[src/rtl/uart_rx_pkg.sv]
package uart_rx_pkg;

  typedef struct packed {
    logic [7:0] data;
    logic       bi;
    logic       fe;
    logic       pe;
  } rx_char_t;

  typedef enum logic [2:0] {
    S_IDLE,
    S_START,
    S_DATA,
    S_PAR,
    S_STOP,
    S_RESYNC,
    S_BRK_CHK,
    S_BRK_WAIT
  } rx_state_e;

endpackage

[src/rtl/rx_deframer.sv]
module rx_deframer
  import uart_rx_pkg::*;
#(
  parameter int OVS         = 16,
  parameter int SYNC_STAGES = 2
) (
  input  logic       clk_i,
  input  logic       rst_ni,
  input  logic       tick_i,
  input  logic       rxd_i,
  input  logic [1:0] data_bits_i,
  input  logic       parity_en_i,
  input  logic       parity_even_i,
  input  logic       stop2_i,
  output logic       push_o,
  output rx_char_t   char_o
);

  localparam int CNT_W    = $clog2(OVS);
  localparam int HALF     = OVS / 2;
  localparam int MAX_BITS = 12;
  localparam int RUN_W    = $clog2(OVS * MAX_BITS + 1) + 1;

  logic [SYNC_STAGES-1:0] sync_q;
  logic                   rxd_s;

  always_ff @(posedge clk_i or negedge rst_ni) begin
    if (!rst_ni) sync_q <= '1;
    else         sync_q <= {sync_q[SYNC_STAGES-2:0], rxd_i};
  end
  assign rxd_s = sync_q[SYNC_STAGES-1];

  rx_state_e        state_q;
  logic [CNT_W-1:0] tick_cnt;
  logic [2:0]       bit_idx;
  logic [7:0]       data_q;
  logic             par_q;
  logic [RUN_W-1:0] low_run;
  logic             push_q;
  rx_char_t         char_q;

  logic [2:0]       last_idx;
  logic [3:0]       frame_bits;
  logic [RUN_W-1:0] char_ticks;
  logic             par_calc, pe_calc, at_end, at_half;

  always_comb begin
    last_idx   = 3'd4 + {1'b0, data_bits_i};
    frame_bits = 4'd7 + {2'b00, data_bits_i} + {3'b000, parity_en_i} + {3'b000, stop2_i};
    char_ticks = RUN_W'(frame_bits) * RUN_W'(OVS);
    par_calc   = (^data_q) ^ par_q;
    pe_calc    = parity_en_i & (parity_even_i ? par_calc : ~par_calc);
    at_end     = tick_cnt == CNT_W'(OVS - 1);
    at_half    = tick_cnt == CNT_W'(HALF - 1);
  end

  always_ff @(posedge clk_i or negedge rst_ni) begin
    if (!rst_ni) begin
      state_q  <= S_IDLE;
      tick_cnt <= '0;
      bit_idx  <= '0;
      data_q   <= '0;
      par_q    <= 1'b0;
      low_run  <= '0;
      push_q   <= 1'b0;
      char_q   <= '0;
    end else begin
      push_q <= 1'b0;
      if (tick_i) begin
        if (rxd_s)              low_run <= '0;
        else if (low_run != '1) low_run <= low_run + RUN_W'(1);

        unique case (state_q)
          S_IDLE: if (!rxd_s) begin
            state_q  <= S_START;
            tick_cnt <= '0;
            bit_idx  <= '0;
            data_q   <= '0;
            par_q    <= 1'b0;
          end
          S_START: begin
            if (at_half) begin
              tick_cnt <= '0;
              state_q  <= rxd_s ? S_IDLE : S_DATA;  // glitch check at mid start
            end else tick_cnt <= tick_cnt + CNT_W'(1);
          end
          S_DATA: begin
            if (at_end) begin
              tick_cnt        <= '0;
              data_q[bit_idx] <= rxd_s;
              bit_idx         <= bit_idx + 3'd1;
              if (bit_idx == last_idx) state_q <= parity_en_i ? S_PAR : S_STOP;
            end else tick_cnt <= tick_cnt + CNT_W'(1);
          end
          S_PAR: begin
            if (at_end) begin
              tick_cnt <= '0;
              par_q    <= rxd_s;
              state_q  <= S_STOP;
            end else tick_cnt <= tick_cnt + CNT_W'(1);
          end
          S_STOP: begin
            if (at_end) begin
              tick_cnt <= '0;
              if (rxd_s) begin
                push_q  <= 1'b1;
                char_q  <= '{data: data_q, bi: 1'b0, fe: 1'b0, pe: pe_calc};
                state_q <= S_IDLE;
              end else if (data_q == '0 && !par_q) begin
                state_q <= S_BRK_CHK;  // could still turn into a break
              end else begin
                push_q  <= 1'b1;
                char_q  <= '{data: data_q, bi: 1'b0, fe: 1'b1, pe: pe_calc};
                state_q <= S_RESYNC;
              end
            end else tick_cnt <= tick_cnt + CNT_W'(1);
          end
          S_RESYNC: begin
            // bad stop bit taken as next start: second sample
            if (rxd_s) state_q <= S_IDLE;
            else begin
              state_q  <= S_DATA;
              tick_cnt <= CNT_W'(1);
              bit_idx  <= '0;
              data_q   <= '0;
              par_q    <= 1'b0;
            end
          end
          S_BRK_CHK: begin
            if (rxd_s) begin
              push_q  <= 1'b1;
              char_q  <= '{data: 8'h00, bi: 1'b0, fe: 1'b1, pe: pe_calc};
              state_q <= S_IDLE;
            end else if (low_run >= char_ticks) begin
              push_q   <= 1'b1;
              char_q   <= '{data: 8'h00, bi: 1'b1, fe: 1'b0, pe: 1'b0};
              state_q  <= S_BRK_WAIT;
              tick_cnt <= '0;
            end
          end
          S_BRK_WAIT: begin
            if (!rxd_s)       tick_cnt <= '0;
            else if (at_half) state_q  <= S_IDLE;
            else              tick_cnt <= tick_cnt + CNT_W'(1);
          end
          default: state_q <= S_IDLE;
        endcase
      end
    end
  end

  assign push_o = push_q;
  assign char_o = char_q;

endmodule

[src/rtl/rx_fifo.sv]
module rx_fifo
  import uart_rx_pkg::*;
#(
  parameter int DEPTH = 16
) (
  input  logic                       clk_i,
  input  logic                       rst_ni,
  input  logic                       fifo_en_i,
  input  logic                       push_i,
  input  rx_char_t                   char_i,
  input  logic                       pop_i,
  output rx_char_t                   head_o,
  output logic [$clog2(DEPTH+1)-1:0] fill_o,
  output logic                       overrun_o,
  output logic                       popped_o,
  output logic                       flag_pend_o
);

  localparam int PTR_W  = (DEPTH > 1) ? $clog2(DEPTH) : 1;
  localparam int FILL_W = $clog2(DEPTH + 1);

  rx_char_t          mem [DEPTH];
  logic [PTR_W-1:0]  wr_ptr, rd_ptr;
  logic [FILL_W-1:0] fill_q, err_q, err_d, cap;
  logic              full, do_push, do_pop, in_flag, out_flag;

  function automatic logic [PTR_W-1:0] ptr_inc(input logic [PTR_W-1:0] p);
    return (p == PTR_W'(DEPTH - 1)) ? '0 : p + PTR_W'(1);
  endfunction

  always_comb begin
    cap      = fifo_en_i ? FILL_W'(DEPTH) : FILL_W'(1);
    full     = fill_q >= cap;
    do_push  = push_i & ~full;
    do_pop   = pop_i & (fill_q != '0);
    head_o   = mem[rd_ptr];
    in_flag  = char_i.pe | char_i.fe | char_i.bi;
    out_flag = head_o.pe | head_o.fe | head_o.bi;
    err_d    = err_q + FILL_W'(do_push & in_flag) - FILL_W'(do_pop & out_flag);
  end

  always_ff @(posedge clk_i) begin
    if (do_push) mem[wr_ptr] <= char_i;
  end

  always_ff @(posedge clk_i or negedge rst_ni) begin
    if (!rst_ni) begin
      wr_ptr <= '0;
      rd_ptr <= '0;
      fill_q <= '0;
      err_q  <= '0;
    end else begin
      if (do_push) wr_ptr <= ptr_inc(wr_ptr);
      if (do_pop)  rd_ptr <= ptr_inc(rd_ptr);
      fill_q <= fill_q + FILL_W'(do_push) - FILL_W'(do_pop);
      err_q  <= err_d;
    end
  end

  assign fill_o      = fill_q;
  assign overrun_o   = push_i & full;
  assign popped_o    = do_pop;
  assign flag_pend_o = err_d != '0;

endmodule

[src/rtl/rx_status.sv]
module rx_status
  import uart_rx_pkg::*;
(
  input  logic       clk_i,
  input  logic       rst_ni,
  input  logic       fifo_en_i,
  input  logic       lsi_en_i,
  input  logic       rd_lsr_i,
  input  logic       fill_nz_i,
  input  rx_char_t   head_i,
  input  logic       popped_i,
  input  logic       overrun_i,
  input  logic       flag_pend_i,
  output logic [7:0] lsr_o,
  output logic       irq_o
);

  logic ack_q, oe_q, agg_q, show;

  always_ff @(posedge clk_i or negedge rst_ni) begin
    if (!rst_ni) begin
      ack_q <= 1'b0;
      oe_q  <= 1'b0;
      agg_q <= 1'b0;
    end else begin
      // head acknowledged by a status read until the head changes
      if (!fill_nz_i || popped_i) ack_q <= 1'b0;
      else if (rd_lsr_i)          ack_q <= 1'b1;
      oe_q  <= overrun_i | (oe_q & ~rd_lsr_i);
      agg_q <= fifo_en_i & (flag_pend_i | (agg_q & ~rd_lsr_i));
    end
  end

  assign show  = fill_nz_i & ~ack_q;
  assign lsr_o = {agg_q, 2'b00, show & head_i.bi, show & head_i.fe,
                  show & head_i.pe, oe_q, fill_nz_i};
  assign irq_o = lsi_en_i & (|lsr_o[4:1]);

endmodule

[src/rtl/uart_rx_errfifo.sv]
module uart_rx_errfifo
  import uart_rx_pkg::*;
#(
  parameter int OVS         = 16,
  parameter int DEPTH       = 16,
  parameter int SYNC_STAGES = 2
) (
  input  logic       clk_i,
  input  logic       rst_ni,
  input  logic       tick_i,
  input  logic       rxd_i,
  input  logic [1:0] data_bits_i,
  input  logic       parity_en_i,
  input  logic       parity_even_i,
  input  logic       stop2_i,
  input  logic       fifo_en_i,
  input  logic       lsi_en_i,
  input  logic       rd_data_i,
  input  logic       rd_lsr_i,
  output logic [7:0] rx_data_o,
  output logic [7:0] lsr_o,
  output logic       irq_o
);

  localparam int FILL_W = $clog2(DEPTH + 1);

  logic              push, overrun, popped, flag_pend;
  rx_char_t          new_char, head;
  logic [FILL_W-1:0] fill;

  rx_deframer #(.OVS(OVS), .SYNC_STAGES(SYNC_STAGES)) u_deframer (
    .clk_i         (clk_i),
    .rst_ni        (rst_ni),
    .tick_i        (tick_i),
    .rxd_i         (rxd_i),
    .data_bits_i   (data_bits_i),
    .parity_en_i   (parity_en_i),
    .parity_even_i (parity_even_i),
    .stop2_i       (stop2_i),
    .push_o        (push),
    .char_o        (new_char)
  );

  rx_fifo #(.DEPTH(DEPTH)) u_fifo (
    .clk_i       (clk_i),
    .rst_ni      (rst_ni),
    .fifo_en_i   (fifo_en_i),
    .push_i      (push),
    .char_i      (new_char),
    .pop_i       (rd_data_i),
    .head_o      (head),
    .fill_o      (fill),
    .overrun_o   (overrun),
    .popped_o    (popped),
    .flag_pend_o (flag_pend)
  );

  rx_status u_status (
    .clk_i       (clk_i),
    .rst_ni      (rst_ni),
    .fifo_en_i   (fifo_en_i),
    .lsi_en_i    (lsi_en_i),
    .rd_lsr_i    (rd_lsr_i),
    .fill_nz_i   (fill != '0),
    .head_i      (head),
    .popped_i    (popped),
    .overrun_i   (overrun),
    .flag_pend_i (flag_pend),
    .lsr_o       (lsr_o),
    .irq_o       (irq_o)
  );

  assign rx_data_o = head.data;

endmodule

[config.mk]
export PLATFORM = sky130hd
export DESIGN_NAME = uart_rx_errfifo
export DESIGN_NICKNAME = d
export VERILOG_FILES = /design/src/rtl/uart_rx_pkg.sv /design/src/rtl/rx_deframer.sv /design/src/rtl/rx_fifo.sv /design/src/rtl/rx_status.sv /design/src/rtl/uart_rx_errfifo.sv
export SDC_FILE = /design/constraint.sdc
export NUM_CORES = 1
export LEC_CHECK = 0
export ABC_AREA = 1
export BUFFER_PORTS_ARGS = -buffer_cell sky130_fd_sc_hd__buf_4
export CORE_ASPECT_RATIO = 0.5
export CORE_MARGIN = 1
export CORE_UTILIZATION = 45
export DETAILED_ROUTE_END_ITERATION = 10
export SETUP_SLACK_MARGIN = 0.1
export SLEW_MARGIN = 30
export SYNTH_ARGS = -nofsm -noshare
export SYNTH_HDL_FRONTEND = slang
export SYNTH_HIERARCHICAL = 1
export SYNTH_SLANG_ARGS = --single-unit
[constraint.sdc]
create_clock -name clk_i -period 7.43 [get_ports clk_i]
set_input_delay 0 -clock clk_i [delete_from_list [all_inputs] [get_ports clk_i]]
set_output_delay 0 -clock clk_i [all_outputs]
set_load 0.005 [all_outputs]
[After elaboration in Yosys (flattened, before gate mapping)]
Memories as Yosys holds them, arrays and structs flattened.
Cells that the tools add are included.
Word-level totals
  bits in registers: 63
  bits in writable memories: 176
  input bits: 13
  output and inout bits: 17
  word-level logic and storage cells: 173
  memories kept: 1
Operators by class
  add/subtract/negate cells: 13
  magnitude comparators: 4
  equal/unequal tests: 28
  muxes and demuxes: 59
  bitwise logic cells: 25
  reductions and logical operators: 24
Memories
  u_fifo.mem: depth 16, bits a word 11, rd ports 1, clocked after memory_dff 0, write ports 1, RTL line rx_fifo.sv:22  | rx_char_t mem [DEPTH];
Operators with widths (number)
  2-to-1 mux 11 bit: 5
  2-to-1 mux 3 bit: 14
  2-to-1 mux 4 bit: 10
  one-hot mux 3 bit (8 select lines): 1
  one-hot mux 4 bit (6 select lines): 1
  one-hot mux 11 bit (2 select lines): 1
  2-to-1 mux 9 bit: 2
  2-to-1 mux 8 bit: 2
  inequality test 2 x 1 -> 1 bit (second input constant): 8
  one-hot mux 8 bit (2 select lines): 1
  AND 1 bit: 14
  2-to-1 mux 1 bit: 14
  adder 4 x 1 -> 4 bit (second input constant): 3
  == test 3 bit (second input constant): 4
  == test 4 bit (second input constant): 3
  AND reduction 10 bit: 1
  nonzero test 2 bit: 5
  nonzero test 5 bit: 2
  adder 9 x 1 -> 9 bit (second input constant): 1
  greater-or-equal comparator 9 x 8 -> 1 bit: 1
  inequality test 9 bit (second input constant): 1
  adder 4 x 1 -> 4 bit: 2
  bitwise mux 8 bit: 1
  zero test 8 bit: 1
  38 further kinds: 55

[Longest topological paths before layout]
  depth in word-level cells: 10
  mapped depth: 22
  gate-level depth less buffers: 20

[Modules after synthesis]
Netlist, hierarchy kept.
By module, submodules not included
  rx_fifo: instances 1, cells each 683, area each 8242.9 sq um, sequential area each 5735.5 sq um
  rx_deframer: instances 1, cells each 368, area each 2812.7 sq um, sequential area each 1053.5 sq um
  rx_status: instances 1, cells each 29, area each 201.4 sq um, sequential area each 75.1 sq um
  uart_rx_errfifo: instances 1, cells each 4, area each 16.3 sq um, sequential area each 0.0 sq um

[Least setup slack after synthesis]
Ideal clock, no wire load.
  path kind: register -> register
  from: reg u_fifo.fill_q[0], in the netlist u_fifo/fill_o[0]
  to: reg u_status.agg_q
  setup time: 118 ps
  data arrival time: 2765 ps
  data required time: 7312 ps
  slack: 4548 ps
  cell stages (with the launch flop): 18
  path buffers: 0
  period minus slack after synthesis: 2882 ps
  cell sequence: dfrtp_1 > inv_1 > ha_1 > nand3_1 > nand3_1 > o21ai_2 > nand3_1 > inv_2 > o31ai_1 > ha_1 > inv_1 > ha_1 > fa_1 > xor2_1 > nor4_1 > nand2_1 > a21oi_1 > nor2_1
On the way
  word-level cells in the longest chain between the ends: 9
  elaborated cells on any way between the ends: 12
  classes of those cells: add/sub (2); order compare (1); bitwise (7); reduce/logical (2)
RTL lines
  from (decl): RTL line rx_fifo.sv:24  | logic [FILL_W-1:0] fill_q, err_q, err_d, cap;
  from (signal assigned): RTL line rx_fifo.sv:55  | fill_q <= fill_q + FILL_W'(do_push) - FILL_W'(do_pop);
  greater-or-equal comparator 5 bit: RTL line rx_fifo.sv:33  | full = fill_q >= cap;
  inverter 1 bit: RTL line rx_fifo.sv:34  | do_push = push_i & ~full;
  AND 1 bit: RTL line rx_fifo.sv:34
  AND 1 bit: RTL line rx_fifo.sv:39  | err_d = err_q + FILL_W'(do_push & in_flag) - FILL_W'(do_pop & out_flag);
  adder 5 bit: RTL line rx_fifo.sv:39
  subtractor 5 bit *: RTL line rx_fifo.sv:39
  via u_fifo.err_d[2]: RTL line rx_fifo.sv:24
  nonzero test 5 bit *: RTL line rx_fifo.sv:63  | assign flag_pend_o = err_d != '0;
  via flag_pend: RTL line uart_rx_errfifo.sv:27  | logic push, overrun, popped, flag_pend;
  OR 1 bit *: RTL line rx_status.sv:30  | agg_q <= fifo_en_i & (flag_pend_i | (agg_q & ~rd_lsr_i));
  AND 1 bit *: RTL line rx_status.sv:30
  to (signal assigned): RTL line rx_status.sv:30
  to (decl): RTL line rx_status.sv:18  | logic ack_q, oe_q, agg_q, show;
Mark *: on every way through the listed nets, which the timed path passes. The rest lies on a longest branch.
A chain may end at the register's enable or synchronous reset.

==> summary.md <==
| Metric | Value |
|---|---|
| Setup WS pre-CTS | `3.59 ns` |
| PostCTS Resize Cnt | `0` |
| Worst-path clk slew | `0.07 ns` |
| Static leakage | `between 5 and 6 nW` |
| Primary FF master, synth | `edfxtp_1` |
| R2R cell count | `19` |
| Hold Crit Class | `in -> reg` |
| Commonest non-fill, non-tap cells in the layout | `183 x nand2_1, 176 x edfxtp_1, 139 x nor2_1` |
| Post-synthesis instance total | `between 1k and 1.5k` |
| NetSw | `0.00166 W` |
| Drt wl/cell | `roughly 16 µm` |
| Diode count | `0` |
| I/O pins | `30` |
| Multi-input gate area | `3650 µm²` |
| Starting DRT DRC Count | `614` |
| Worst Setup SP | `u_fifo/rd_ptr[0]$_DFFE_PN0P_` |
| Worst Clk Skew | `0.0108 ns` |
| Clock Tree Buf Depth | `3` |
| Fraction of layout cells with a size suffix above 1 | `12.3%` |
| Number of flops mapped to enable cells by yosys | `176` |
| Initial Util | `46.4%` |
| Die Y | `approximately 110 µm` |
| Antenna viol nets, final | `0` |
| Slew Limit Fails | `0` |
| Min Hold Slack | `about 0.021 ns` |
| DR DRC count | `0` |
| TritonRoute pass-1 iters | `5` |
| Hold_sp | `parity_even_i` |
| Remaining Overflow, GRT | `0` |
| # rows | `40` |
| Combinational Power Share | `33.6%` |
| Seq/Total Area, Yosys | `60.9%` |
| FILL cells | `2,088` |
| Max_cap viols | `0` |
| Port Buffers | `27` |
| CTS Sinks | `239` |
| Crit path time final | `3.85 ns` |
| Final non-filler cell total | `1,463` |
| RSZ-0062 raised after global routing | `no` |
| Seq. cell area | `just under 7000 µm²` |
| Peak VDD IR | `between 0.1 and 0.15 mV` |
| Endpoints failing setup | `0` |
| HPWL Detailed | `15.2 mm` |
| Synth cell types | `slightly below 50` |
| Synth warnings | `6` |
| Most common cell after layout, fill and taps aside | `nand2_1` |
| Final Cycle Share | `between 50% and 60%` |
| CP startpoint kind | `register` |
| Crit path required time | `~8 ns` |
| Chip Width | `226 µm` |
| Tot GR Track Use | `between 10% and 20%` |
| CP endpoint kind | `register` |
| Internal power | `approximately 0.0029 W` |
| Relative slew slack | `37.0%` |
| Reg2reg start | `u_fifo/rd_ptr[0]$_DFFE_PN0P_` |
| CP Data Arrival Time | `around 4.3 ns` |
| Final TNS setup | `0 ns` |
| PnR worst setup slack | `3.58 ns` |
| Largest net degree at the start of global routing | `91` |
| Root Driver | `clkbuf_16` |
| Crit path max fanout | `55` |
| Run status | `finished, final reports clean` |
| Pwr/cell area | `360 nW/µm²` |
| Worst-Skew Late Latency | `approximately 0.53 ns` |
| Seq cells post-synth | `239` |
| CTS tree | `built` |
| CTS H-tree lvls | `1` |
| PnR Total Power | `0.00452 W` |
| Hold Vio Cnt, Final | `0` |
| Num CTS Buffers | `23` |
| Clock power share | `between 20 and 30%` |
| Initial antenna violation count | `0` |
| WS Path Type | `reg -> reg` |
| Placeable Area | `24,300 µm²` |
| Layout Nets | `1,165` |
| Sw frac | `36.6%` |
| Mean Syn Cell Area | `10.4 µm²` |
| Total Wirelength | `approximately 24 mm` |
| Sequential power share | `38.4%` |
| Async SR Flop Fraction | `26.4%` |
| Die area | `approximately 26,000 µm²` |
| Synth Cell Area | `between 10,000 and 15,000 µm²` |
| Area delta synth->final | `11.5%` |
| Vias in the first global route | `7,384` |
| Placed Cells | `1,414` |
| DR vias | `approximately 7.6k` |
| Placer congestion estimate | `between 0.8 and 0.9` |
| Via/cell ratio | `5.17` |
| Min-Delay Path Depth | `8` |
| Global-route wire length before repair | `38.9 mm` |
| Post CTS Setup Buffer Count | `0` |
| Least-Margin Pin Slew | `0.942 ns` |
| Highest Clock Rate | `0.260 GHz` |
cells in the mapped netlist (all sizes together) (3+ instances only):
master,count,area share (%)
nand2,200,7.1
edfxtp,176,47
nor2,150,5.1
inv,121,4.1
o21ai,114,5.5
nand3,71,3.3
dfrtp,61,14
ha,39,4.3
buf,38,2.5
o22ai,21,1.2
a21oi,16,0.74
xor2,12,0.93
nand4,11,0.67
o221ai,11,0.85
clkbuf,6,0.21
o211ai,5,0.33
o21bai,4,0.27
fa,3,0.53
nand3b,3,0.20
nor3,3,0.13
xnor2,3,0.23
layer usage:
metal / vias to the layer above / GRT usage, % / wire (µm)
met5: - / 0 / 0
met4: 0 / 5.12 / 495
met3: 36 / 2.73 / 1120
met2: 151 / 30.9 / 10700
met1: 3654 / 27.6 / 11500
li1: 3721 / - / -
registers in the layout, summed over array words and instances, names as in the netlist, 2 cells and up:
| name | count |
|---|---|
| u_deframer/bit_idx | 3 |
| u_fifo/wr_ptr | 4 |
| u_fifo/fill_o | 5 |
| u_deframer/tick_cnt | 4 |
| u_fifo/err_q | 5 |
| u_deframer/sync_q | 2 |
| u_fifo/rd_ptr | 4 |
| u_deframer/low_run | 9 |
| u_fifo/mem | 176 |
| u_deframer/state_q | 3 |
| u_deframer/data_q | 8 |
| u_deframer/char_o | 11 |
path summary, 6_finish.rpt:
| path | to | slack, ns |
|---|---|---|
| max in group asynchronous | u_deframer/char_o[4]$_DFFE_PN0P_ | 6.96 |
| worst min register to register | u_deframer/sync_q[1]$_DFF_PN1_ | 0.36 |
| min in group asynchronous | u_fifo/rd_ptr[2]$_DFFE_PN0P_ | 0.03 |
| worst min-delay path | u_deframer/char_o[0]$_DFFE_PN0P_ | 0.02 |
| worst max register to register | u_status/agg_q$_DFF_PN0_ | 3.58 |
| worst max-delay path | u_status/agg_q$_DFF_PN0_ | 3.58 |
repair_timing:
item / in CTS / in global routing
hold buffers: 7 / 0
endpoints found under the setup margin: 0 / 0
hold endpoints to repair: 79 / 0
final cells by class:
cell class                 count  area share (%)
sequential                   239            54.6
multi-input combinational    680            29.0
clock buffer                  27            4.70
inverter                     122            3.75
tap                          336            3.34
timing repair buffer          44            2.80
clock inverter                15            1.74
through the flow:
step                instance area (µm²)  util, %
CTS                               12600     51.7
floorplan                         11300        -
global placement                  11700     48.1
detailed placement                11700     48.1
finish                            12600     51.8
global route                      12600     51.8
worst max-delay path: stages (launching register included):
cell and delay, ns:
dfrtp_2 0.81, buf_4 0.58, nand2_1 0.13, nand3_1 0.11, nand2_1 0.07, nand2_1 0.05, nand2_1 0.06, inv_1 0.07
nand2_2 0.06, nor2_1 0.09, a21oi_1 0.07, ha_1 0.27, inv_1 0.04, ha_1 0.20, fa_1 0.41, xor2_1 0.20
nor4_1 0.23, nand2_1 0.08, a21oi_1 0.12, nor2_1 0.05
cells by family (layout without fill, tap and decap cells):
group / count (synthesis) / after routing / synth area share (%)
and+or+nand+nor: 444 / 444 / 16.9
other: 1 / 2 / 0.0333
adders and majority gates: 42 / 42 / 4.86
AOI/OAI and AO/OA: 177 / 177 / 9.21
buffers and inverters: 166 / 208 / 6.91
xor gates and xnor gates: 15 / 15 / 1.17
DFF: 239 / 239 / 60.9
power by group through the flow:
stage / logic (W) / clock network [W] / registers (W)
finish: 0.00152 / 0.00126 / 0.00174
global route: 0.00173 / 0.00134 / 0.00176
CTS: 0.00153 / 0.00128 / 0.00174
detailed placement: 0.00152 / 0 / 0.00177
global placement: 0.00148 / 0 / 0.00176
floorplan: 0.00118 / 0 / 0.00169
Note: power is estimated with default switching activity, not from simulation.
